[src/rtl/twb_pkg.sv]
package twb_pkg;
   localparam int CTRL_W        = 8;
   localparam int CTRL_EN_BIT   = 0;
   localparam int CTRL_DONE_BIT = 1;
   localparam int CTRL_ARB_BIT  = 5;

   typedef enum logic {
      SEL_CTRL = 1'b0,
      SEL_DATA = 1'b1
   } twb_sel_e;
endpackage

[src/rtl/twb_sync.sv]
module twb_sync #(
   parameter int STAGES  = 2,
   parameter bit RST_VAL = 1'b1
) (
   input  logic clk,
   input  logic rst_n,
   input  logic d,
   output logic q
);
   logic [STAGES-1:0] chain;

   always_ff @(posedge clk or negedge rst_n) begin
      if (!rst_n) chain <= {STAGES{RST_VAL}};
      else        chain <= {chain[STAGES-2:0], d};
   end

   assign q = chain[STAGES-1];
endmodule

[src/rtl/twb_glitch_filter.sv]
module twb_glitch_filter #(
   parameter int FILT_CYC = 2,
   parameter bit RST_VAL  = 1'b1
) (
   input  logic clk,
   input  logic rst_n,
   input  logic d,
   output logic level,
   output logic rise,
   output logic fall
);
   logic level_d;

   generate
      if (FILT_CYC == 1) begin : g_direct
         always_ff @(posedge clk or negedge rst_n) begin
            if (!rst_n) level <= RST_VAL;
            else        level <= d;
         end
      end else begin : g_count
         localparam int CW = $clog2(FILT_CYC);
         logic [CW-1:0] run;
         always_ff @(posedge clk or negedge rst_n) begin
            if (!rst_n) begin
               level <= RST_VAL;
               run   <= '0;
            end else if (d == level) begin
               run <= '0;
            end else if (run == CW'(FILT_CYC - 1)) begin
               level <= d;
               run   <= '0;
            end else begin
               run <= run + CW'(1);
            end
         end
      end
   endgenerate

   always_ff @(posedge clk or negedge rst_n) begin
      if (!rst_n) level_d <= RST_VAL;
      else        level_d <= level;
   end

   assign rise = level & ~level_d;
   assign fall = ~level & level_d;
endmodule

[src/rtl/twb_shift_core.sv]
module twb_shift_core #(
   parameter int DATA_W = 8
) (
   input  logic              clk,
   input  logic              rst_n,
   input  logic              data_wr,
   input  logic              enable,
   input  logic              abort,
   input  logic [DATA_W-1:0] load_data,
   input  logic              scl_rise,
   input  logic              scl_fall,
   input  logic              sda_s,
   output logic              busy,
   output logic              arb_lost,
   output logic              done_pulse,
   output logic              drive_low,
   output logic [DATA_W-1:0] rx_data
);
   localparam int CNT_W = $clog2(DATA_W);

   logic [DATA_W-1:0] shreg;
   logic [CNT_W-1:0]  bit_cnt;
   logic              rx_bit;

   always_ff @(posedge clk or negedge rst_n) begin
      if (!rst_n) begin
         shreg      <= '0;
         bit_cnt    <= '0;
         rx_bit     <= 1'b0;
         busy       <= 1'b0;
         arb_lost   <= 1'b0;
         done_pulse <= 1'b0;
         rx_data    <= '0;
      end else begin
         done_pulse <= 1'b0;
         if (data_wr) begin
            arb_lost <= 1'b0;
            if (enable) begin
               shreg   <= load_data;
               bit_cnt <= '0;
               busy    <= 1'b1;
            end
         end else if (abort) begin
            busy    <= 1'b0;
            bit_cnt <= '0;
         end else if (busy) begin
            if (scl_rise) begin
               rx_bit <= sda_s;
               if (shreg[DATA_W-1] && !sda_s) arb_lost <= 1'b1;
               if (bit_cnt == CNT_W'(DATA_W - 1)) begin
                  busy       <= 1'b0;
                  done_pulse <= 1'b1;
                  bit_cnt    <= '0;
                  rx_data    <= {shreg[DATA_W-2:0], sda_s};
               end else begin
                  bit_cnt <= bit_cnt + CNT_W'(1);
               end
            end else if (scl_fall && bit_cnt != '0) begin
               shreg <= {shreg[DATA_W-2:0], rx_bit};
            end
         end
      end
   end

   assign drive_low = busy & ~arb_lost & ~shreg[DATA_W-1];
endmodule

[src/rtl/twb_shifter.sv]
module twb_shifter #(
   parameter int DATA_W      = 8,
   parameter int SYNC_STAGES = 2,
   parameter int FILT_CYC    = 2
) (
   input  logic              clk,
   input  logic              rst_n,
   input  logic              wr_en,
   input  logic              wr_sel,
   input  logic [DATA_W-1:0] wr_data,
   input  logic              scl_in,
   input  logic              sda_in,
   output logic              sda_oe,
   output logic              eot_irq,
   output logic [7:0]        ctrl_q,
   output logic [DATA_W-1:0] data_q
);
   import twb_pkg::*;

   generate
      if (DATA_W < 2)      begin : g_bad_width  $error("DATA_W must be at least 2");      end
      if (SYNC_STAGES < 2) begin : g_bad_sync   $error("SYNC_STAGES must be at least 2"); end
      if (FILT_CYC < 1)    begin : g_bad_filter $error("FILT_CYC must be at least 1");    end
   endgenerate

   logic scl_s, sda_s, scl_lvl, scl_rise, scl_fall;
   logic bus_en, done_q, core_busy, core_arb, core_done;
   logic [DATA_W-1:0] core_rx;
   logic ctrl_wr, data_wr, abort;

   assign ctrl_wr = wr_en && (wr_sel == SEL_CTRL);
   assign data_wr = wr_en && (wr_sel == SEL_DATA);
   assign abort   = ctrl_wr && bus_en && !wr_data[0];

   twb_sync #(.STAGES(SYNC_STAGES), .RST_VAL(1'b1)) u_scl_sync (
      .clk(clk), .rst_n(rst_n), .d(scl_in), .q(scl_s));

   twb_sync #(.STAGES(SYNC_STAGES), .RST_VAL(1'b1)) u_sda_sync (
      .clk(clk), .rst_n(rst_n), .d(sda_in), .q(sda_s));

   twb_glitch_filter #(.FILT_CYC(FILT_CYC), .RST_VAL(1'b1)) u_scl_filt (
      .clk(clk), .rst_n(rst_n), .d(scl_s),
      .level(scl_lvl), .rise(scl_rise), .fall(scl_fall));

   twb_shift_core #(.DATA_W(DATA_W)) u_core (
      .clk(clk), .rst_n(rst_n), .data_wr(data_wr), .enable(bus_en),
      .abort(abort), .load_data(wr_data), .scl_rise(scl_rise),
      .scl_fall(scl_fall), .sda_s(sda_s), .busy(core_busy),
      .arb_lost(core_arb), .done_pulse(core_done), .drive_low(sda_oe),
      .rx_data(core_rx));

   always_ff @(posedge clk or negedge rst_n) begin
      if (!rst_n) begin
         bus_en  <= 1'b0;
         done_q  <= 1'b0;
         eot_irq <= 1'b0;
         data_q  <= '0;
      end else begin
         eot_irq <= 1'b0;
         if (ctrl_wr) begin
            bus_en <= wr_data[0];
            if (abort) eot_irq <= 1'b1;
         end
         if (data_wr) begin
            data_q <= wr_data;
            done_q <= 1'b0;
         end else if (core_done) begin
            data_q  <= core_rx;
            done_q  <= 1'b1;
            eot_irq <= 1'b1;
         end
      end
   end

   always_comb begin
      ctrl_q                = '0;
      ctrl_q[CTRL_EN_BIT]   = bus_en;
      ctrl_q[CTRL_DONE_BIT] = done_q;
      ctrl_q[CTRL_ARB_BIT]  = core_arb;
   end
endmodule

[config.mk]
export PLATFORM = sky130hd
export DESIGN_NAME = twb_shifter
export DESIGN_NICKNAME = d
export VERILOG_FILES = /design/src/rtl/twb_pkg.sv /design/src/rtl/twb_sync.sv /design/src/rtl/twb_glitch_filter.sv /design/src/rtl/twb_shift_core.sv /design/src/rtl/twb_shifter.sv
export SDC_FILE = /design/constraint.sdc
export NUM_CORES = 1
export LEC_CHECK = 0
export BUFFER_PORTS_ARGS = -buffer_cell sky130_fd_sc_hd__buf_2
export CAP_MARGIN = 20
export CORE_MARGIN = 1.5
export CORE_UTILIZATION = 40
export DETAILED_ROUTE_END_ITERATION = 16
export PLACE_DENSITY = 0.6
export SLEW_MARGIN = 10
export SYNTH_ARGS = -nofsm -noshare
export SYNTH_HDL_FRONTEND = slang
export SYNTH_SLANG_ARGS = --single-unit
[constraint.sdc]
create_clock -name clk -period 1.5 [get_ports clk]
set_input_delay 0.225 -clock clk [delete_from_list [all_inputs] [get_ports clk]]
set_output_delay 0.225 -clock clk [all_outputs]
set_load 0.02 [all_outputs]
# ---- After elaboration in Yosys (flattened, before gate mapping)
# Cells that the tools add are included.
dict set report classes {
  addsub 2
  eq_ne 5
  n_mux 38
  n_bitwise 12
  n_reduce_logical 22
}
# operator n
set ops {}
lappend ops {{2-to-1 mux 8 bit} 8}
lappend ops {{2-to-1 mux 1 bit} 24}
lappend ops {{2-to-1 mux 3 bit} 6}
lappend ops {{AND reduction 5 bit} 2}
lappend ops {{nonzero test 2 bit} 5}
lappend ops {{nonzero test 3 bit} 3}
lappend ops {{NOT 1 bit} 8}
lappend ops {{AND reduction 4 bit} 2}
lappend ops {{logical AND 1 bit} 6}
lappend ops {{AND 1 bit} 4}
lappend ops {{!= test 2 bit, second input constant} 2}
lappend ops {{adder 3 x 1 -> 3 bit, second input constant} 1}
lappend ops {{== test 3 bit, second input constant} 1}
lappend ops {{AND reduction 3 bit} 1}
lappend ops {{logical NOT 1 bit} 2}
lappend ops {{!= test 2 x 1 -> 1 bit, second input constant} 1}
lappend ops {{AND reduction 2 bit} 1}
lappend ops {{adder 1 bit, second input constant} 1}
lappend ops {{== test 1 bit} 1}
dict set report totals {
  reg_bits 41
  inputBits 14
  output_inout_bits 18
}

# ---- Depth between registers and ports, before layout
dict set report logic_depth {
  ltp_word 8
  ltp_mapped 6
  mapped_depth_nobuf 6
}

# ---- Cells and area by module
# Synthesis repeated with hierarchy kept, for this count alone.
dict set report hier_totals {
  cells_unflattened 147
  hier_area_um2 1973.1
}
# module n_inst cells_each area_each_um2
set modules_own_cells {}
lappend modules_own_cells {twb_shift_core 1 78 1113.6}
lappend modules_own_cells {twb_shifter 1 57 635.6}
lappend modules_own_cells {twb_glitch_filter 1 8 118.9}
lappend modules_own_cells {twb_sync 2 2 52.6}

# ---- Least setup slack after synthesis
# Ideal clock, no wire load.
dict set report synth_path {
  path_type {flip-flop to flip-flop}
  startpoint {reg u_scl_filt.level}
  endpoint {reg u_core.rx_data[0]}
  setup_ns 0.125
  arrival_time_ns 1.362
  setup_slack_ns 0.013
  path_stages_with_launch 5
  cell_sequence {dfstp_2 -> and3b_1 -> nand2_1 -> nor2_4 -> mux2_2}
}
dict set report synth_between {
  elab_chain_len 2
}
# element line_no
set synth_rtl {}
lappend synth_rtl {{start: declaration} twb_glitch_filter.sv:8} ;# output logic level,
lappend synth_rtl {{start signal: assignment} twb_glitch_filter.sv:25} ;# level <= RST_VAL;
lappend synth_rtl {{start signal: assignment} twb_glitch_filter.sv:30} ;# level <= d;
lappend synth_rtl {{AND 1 bit} twb_glitch_filter.sv:44} ;# assign rise = level & ~level_d;
lappend synth_rtl {{AND reduction 5 bit (no line)} --}
lappend synth_rtl {{end signal: assignment} twb_shift_core.sv:54} ;# rx_data <= {shreg[DATA_W-2:0], sda_s};
lappend synth_rtl {{end: declaration} twb_shift_core.sv:17} ;# output logic [DATA_W-1:0] rx_data
# Every way passes these cells.
# A chain may end at the register's enable or synchronous reset.

# ---- Worst setup path after layout
dict set report layout_path {
  startpoint {reg u_scl_filt.level}
  endpoint {reg u_core.rx_bit}
}
dict set report layout_between {
  elab_chain_len 2
}
# element line_no
set layout_rtl {}
lappend layout_rtl {{AND 1 bit} twb_glitch_filter.sv:44}
lappend layout_rtl {{AND reduction 4 bit (no line)} --}
lappend layout_rtl {{end signal: assignment} twb_shift_core.sv:48} ;# rx_bit <= sda_s;
lappend layout_rtl {{end: declaration} twb_shift_core.sv:23} ;# logic rx_bit;
# Every way passes these cells.

==> metrics.csv <==
metric;value;unit
yosysSeqAreaShare;0.5700;
die_h;70.33;um
path_max_fanout;4;
grt_pass1_vias;1312;
final_area;0.002262;sq mm
clock_sinks;41;
clkTransAtPathRegs;0.08;ns
routed_via_density;5.207;
cp-end-kind;flip-flop;
synth.avg_cell_area;12.17;sq um
wire_per_inst;15.63;um
min-delay-start;scl_in;
critical_path_class;flip-flop to flip-flop;
yosysTopAreaCellShare;0.4831;
r2r-start;u_scl_filt.level$_DFFE_PN1P_;
drc_errors;0;
yosysUniqueCellTypes;35;
die_w;70.33;um
skew;0.003977;ns
grt_antenna_before_repair;0;
final_nets;207;
drv_cap;0;
critPathArrivalTime;1.68;ns
slew_viol_final;0;
grt_pass1_wl;6251;um
synth.largest_area_cell;dfrtp_1;
crit_start;u_scl_filt.level$_DFFE_PN1P_;
cts_root_buf;clkbuf_8;
syn_inst;149;
synthTopCellsByArea;dfrtp_1 48%, dfstp_2 8.7%, mux2_2 5.6%;
hold_depth;1;
ys_async_sr_fraction;1.000;
synth_top_flop_cell;dfrtp_1;
worst_slack;-0.002857;ns
leakage;1.038;nW
r2r_cells;4;
fin_crit;1.503;ns
track_usage;0.1645;
period_share;1.002;
hold_viol;0;
syn_to_final_growth;24.78;%
cp.required;1.68;ns
setup_violations;1;
yosys_register_bits;41;
cts_buffers;5;
cts_buffer_depth;2;
place.gp.congestion;0.7428;
start_util;0.4164;
ir_worst_vdd;0.7984;mV
antenna_cells;0;
dieArea;0.004946;sq mm
drt-pass1-iter-count;4;
worstSkewPairLatency;0.29;ns
yosysWarnings;0;
fmax;0.6654;GHz
dp_hpwl;2620;um
rrSetupSlack;-0.003;ns
grt_max_degree;24;
core;0.004354;sq mm
grt_setup_unrepaired;yes;
status;complete, but fails checks;
power.density;1457;mW/mm^2
fp-row-count;24;
overflow;0;
htree_levels;2;
ioPinCount;32;
crit_path_start_kind;flip-flop;
ant_nets;0;
port_buffers;26;
wl;3783;um
postCtsSetupBuffers;0;
drive_gt1_frac;0.3947;
netlist_area;0.001813;sq mm
placed_area;0.002054;sq mm
tritoncts;built;
holdCritPathClass;input pin to flip-flop;
synth_edf_count;0;
vias;1260;
violations;negative setup slack;
final.fill_count;360;
drt-initial-drc-count;77;
p_total;3.296;mW
==> cell families after synthesis <==
family	share of synthesized area
other	0.002068
muxes	0.1063
adders and majority gates	0.02761
and+or+nand+nor	0.1001
AOI/OAI and AO/OA	0.1373
xor gates and xnor gates	0.004832
buffers and inverters	0.05175
DFF	0.5700
==> Yosys cell counts (all sizes together), types with 2 or more instances <==
cell type / instances
a22o: 3
nand2b: 2
mux2i: 8
inv: 4
dfstp: 6
a21oi: 11
o21a: 8
ha: 4
buf: 11
mux2: 10
a21boi: 2
o22a: 7
and3b: 2
dfrtp: 35
nand2: 4
nand3b: 2
nor2: 17
==> area by class of cell <==
cell class                 instances  area, sq um  area share
clock buffer                       7        86.33     0.03816
clock inverter                     1        30.03     0.01327
inverter                           4        15.01    0.006637
multi-input combinational         97        778.2      0.3440
sequential                        41         1033      0.4569
tap                               52        65.06     0.02876
timing repair buffer              40        254.0      0.1123
==> worst paths after layout <==
check                                                 to
hold reg to reg            u_scl_sync.chain[1]$_DFF_PN1_
min in group asynchronous  u_core.bit_cnt[2]$_DFFE_PN0P_
setup / recovery               u_core.rx_bit$_DFFE_PN0P_
setup reg to reg               u_core.rx_bit$_DFFE_PN0P_
max in group asynchronous  u_core.rx_data[5]$_DFFE_PN0P_
hold / removal             u_scl_sync.chain[0]$_DFF_PN1_
==> worst max-delay path: stages (launching register included) <==
cell and delay (ns):
dfstp_2 0.54, and3b_2 0.21, buf_4 0.13, nor2b_4 0.19, mux2_4 0.32
==> through the flow <==
step / TNS [ns] / std cells / hold slack [ns] / utilization / setup slack [ns]
2_1_floorplan: 0 / 153 / -0.07059 / - / 0.01329
3_3_place_gp: -0.02849 / 232 / 0.2001 / 0.4718 / -0.005109
3_5_place_dp: -0.2115 / 232 / 0.2094 / 0.4718 / -0.03757
4_1_cts: -0.05496 / 242 / 0.01934 / 0.5141 / -0.02209
5_1_grt: -0.1123 / 242 / 0.01057 / 0.5195 / -0.03703
6_report: -0.002857 / 242 / 0.02849 / 0.5195 / -0.002857
==> layer usage <==
metal  share of wire  global-route usage  up-vias
li1                -                   -      592
met1            0.48              0.2174      630
met2            0.47              0.2642       31
met3           0.045             0.04762        7
met4           0.012             0.04487        0
met5               0                   0        -
==> power breakdown <==
| part | leakage [nW] | internal, mW | switching (mW) |
|---|---|---|---|
| clock | 0.0585 | 0.542 | 0.367 |
| combinational | 0.485 | 0.425 | 0.418 |
| sequential | 0.495 | 1.37 | 0.175 |
| total | 1.04 | 2.34 | 0.960 |
==> registers in the layout, indices dropped and copies added (netlist names) <==
register and flops:
u_scl_filt.level_d 1, data_q 8, u_core.rx_data 8, u_scl_sync.chain 2, u_core.shreg 8, u_core.rx_bit 1, done_q 1, u_core.arb_lost 1
u_core.done_pulse 1, bus_en 1, u_core.busy 1, eot_irq 1, u_core.bit_cnt 3, u_sda_sync.chain 2, u_scl_filt.level 1, u_scl_filt.g_count.run 1
==> placed cells by master (no fill, tap or decap), types with 2 or more instances in the layout <==
cell type	n
nand3b_1	2
a22o_1	3
mux2_4	3
dfstp_2	6
and3b_2	2
mux2_2	6
nor2_1	16
o22a_1	7
clkbuf_8	6
ha_2	2
nand2b_1	2
nor2_4	2
dfrtp_1	35
o21a_1	8
buf_2	26
mux2i_1	8
a21oi_1	11
inv_1	4
nand2_1	2
conb_1	5
buf_4	11
==> repair_timing <==
action	CTS	global route
setup endpoints to repair	10	16
pin swaps	2	2
cloned	1	0
hold buffers	1	0
resized for setup	12	5
endpoints found under the hold margin	12	0
(Power assumes the default switching activity.)
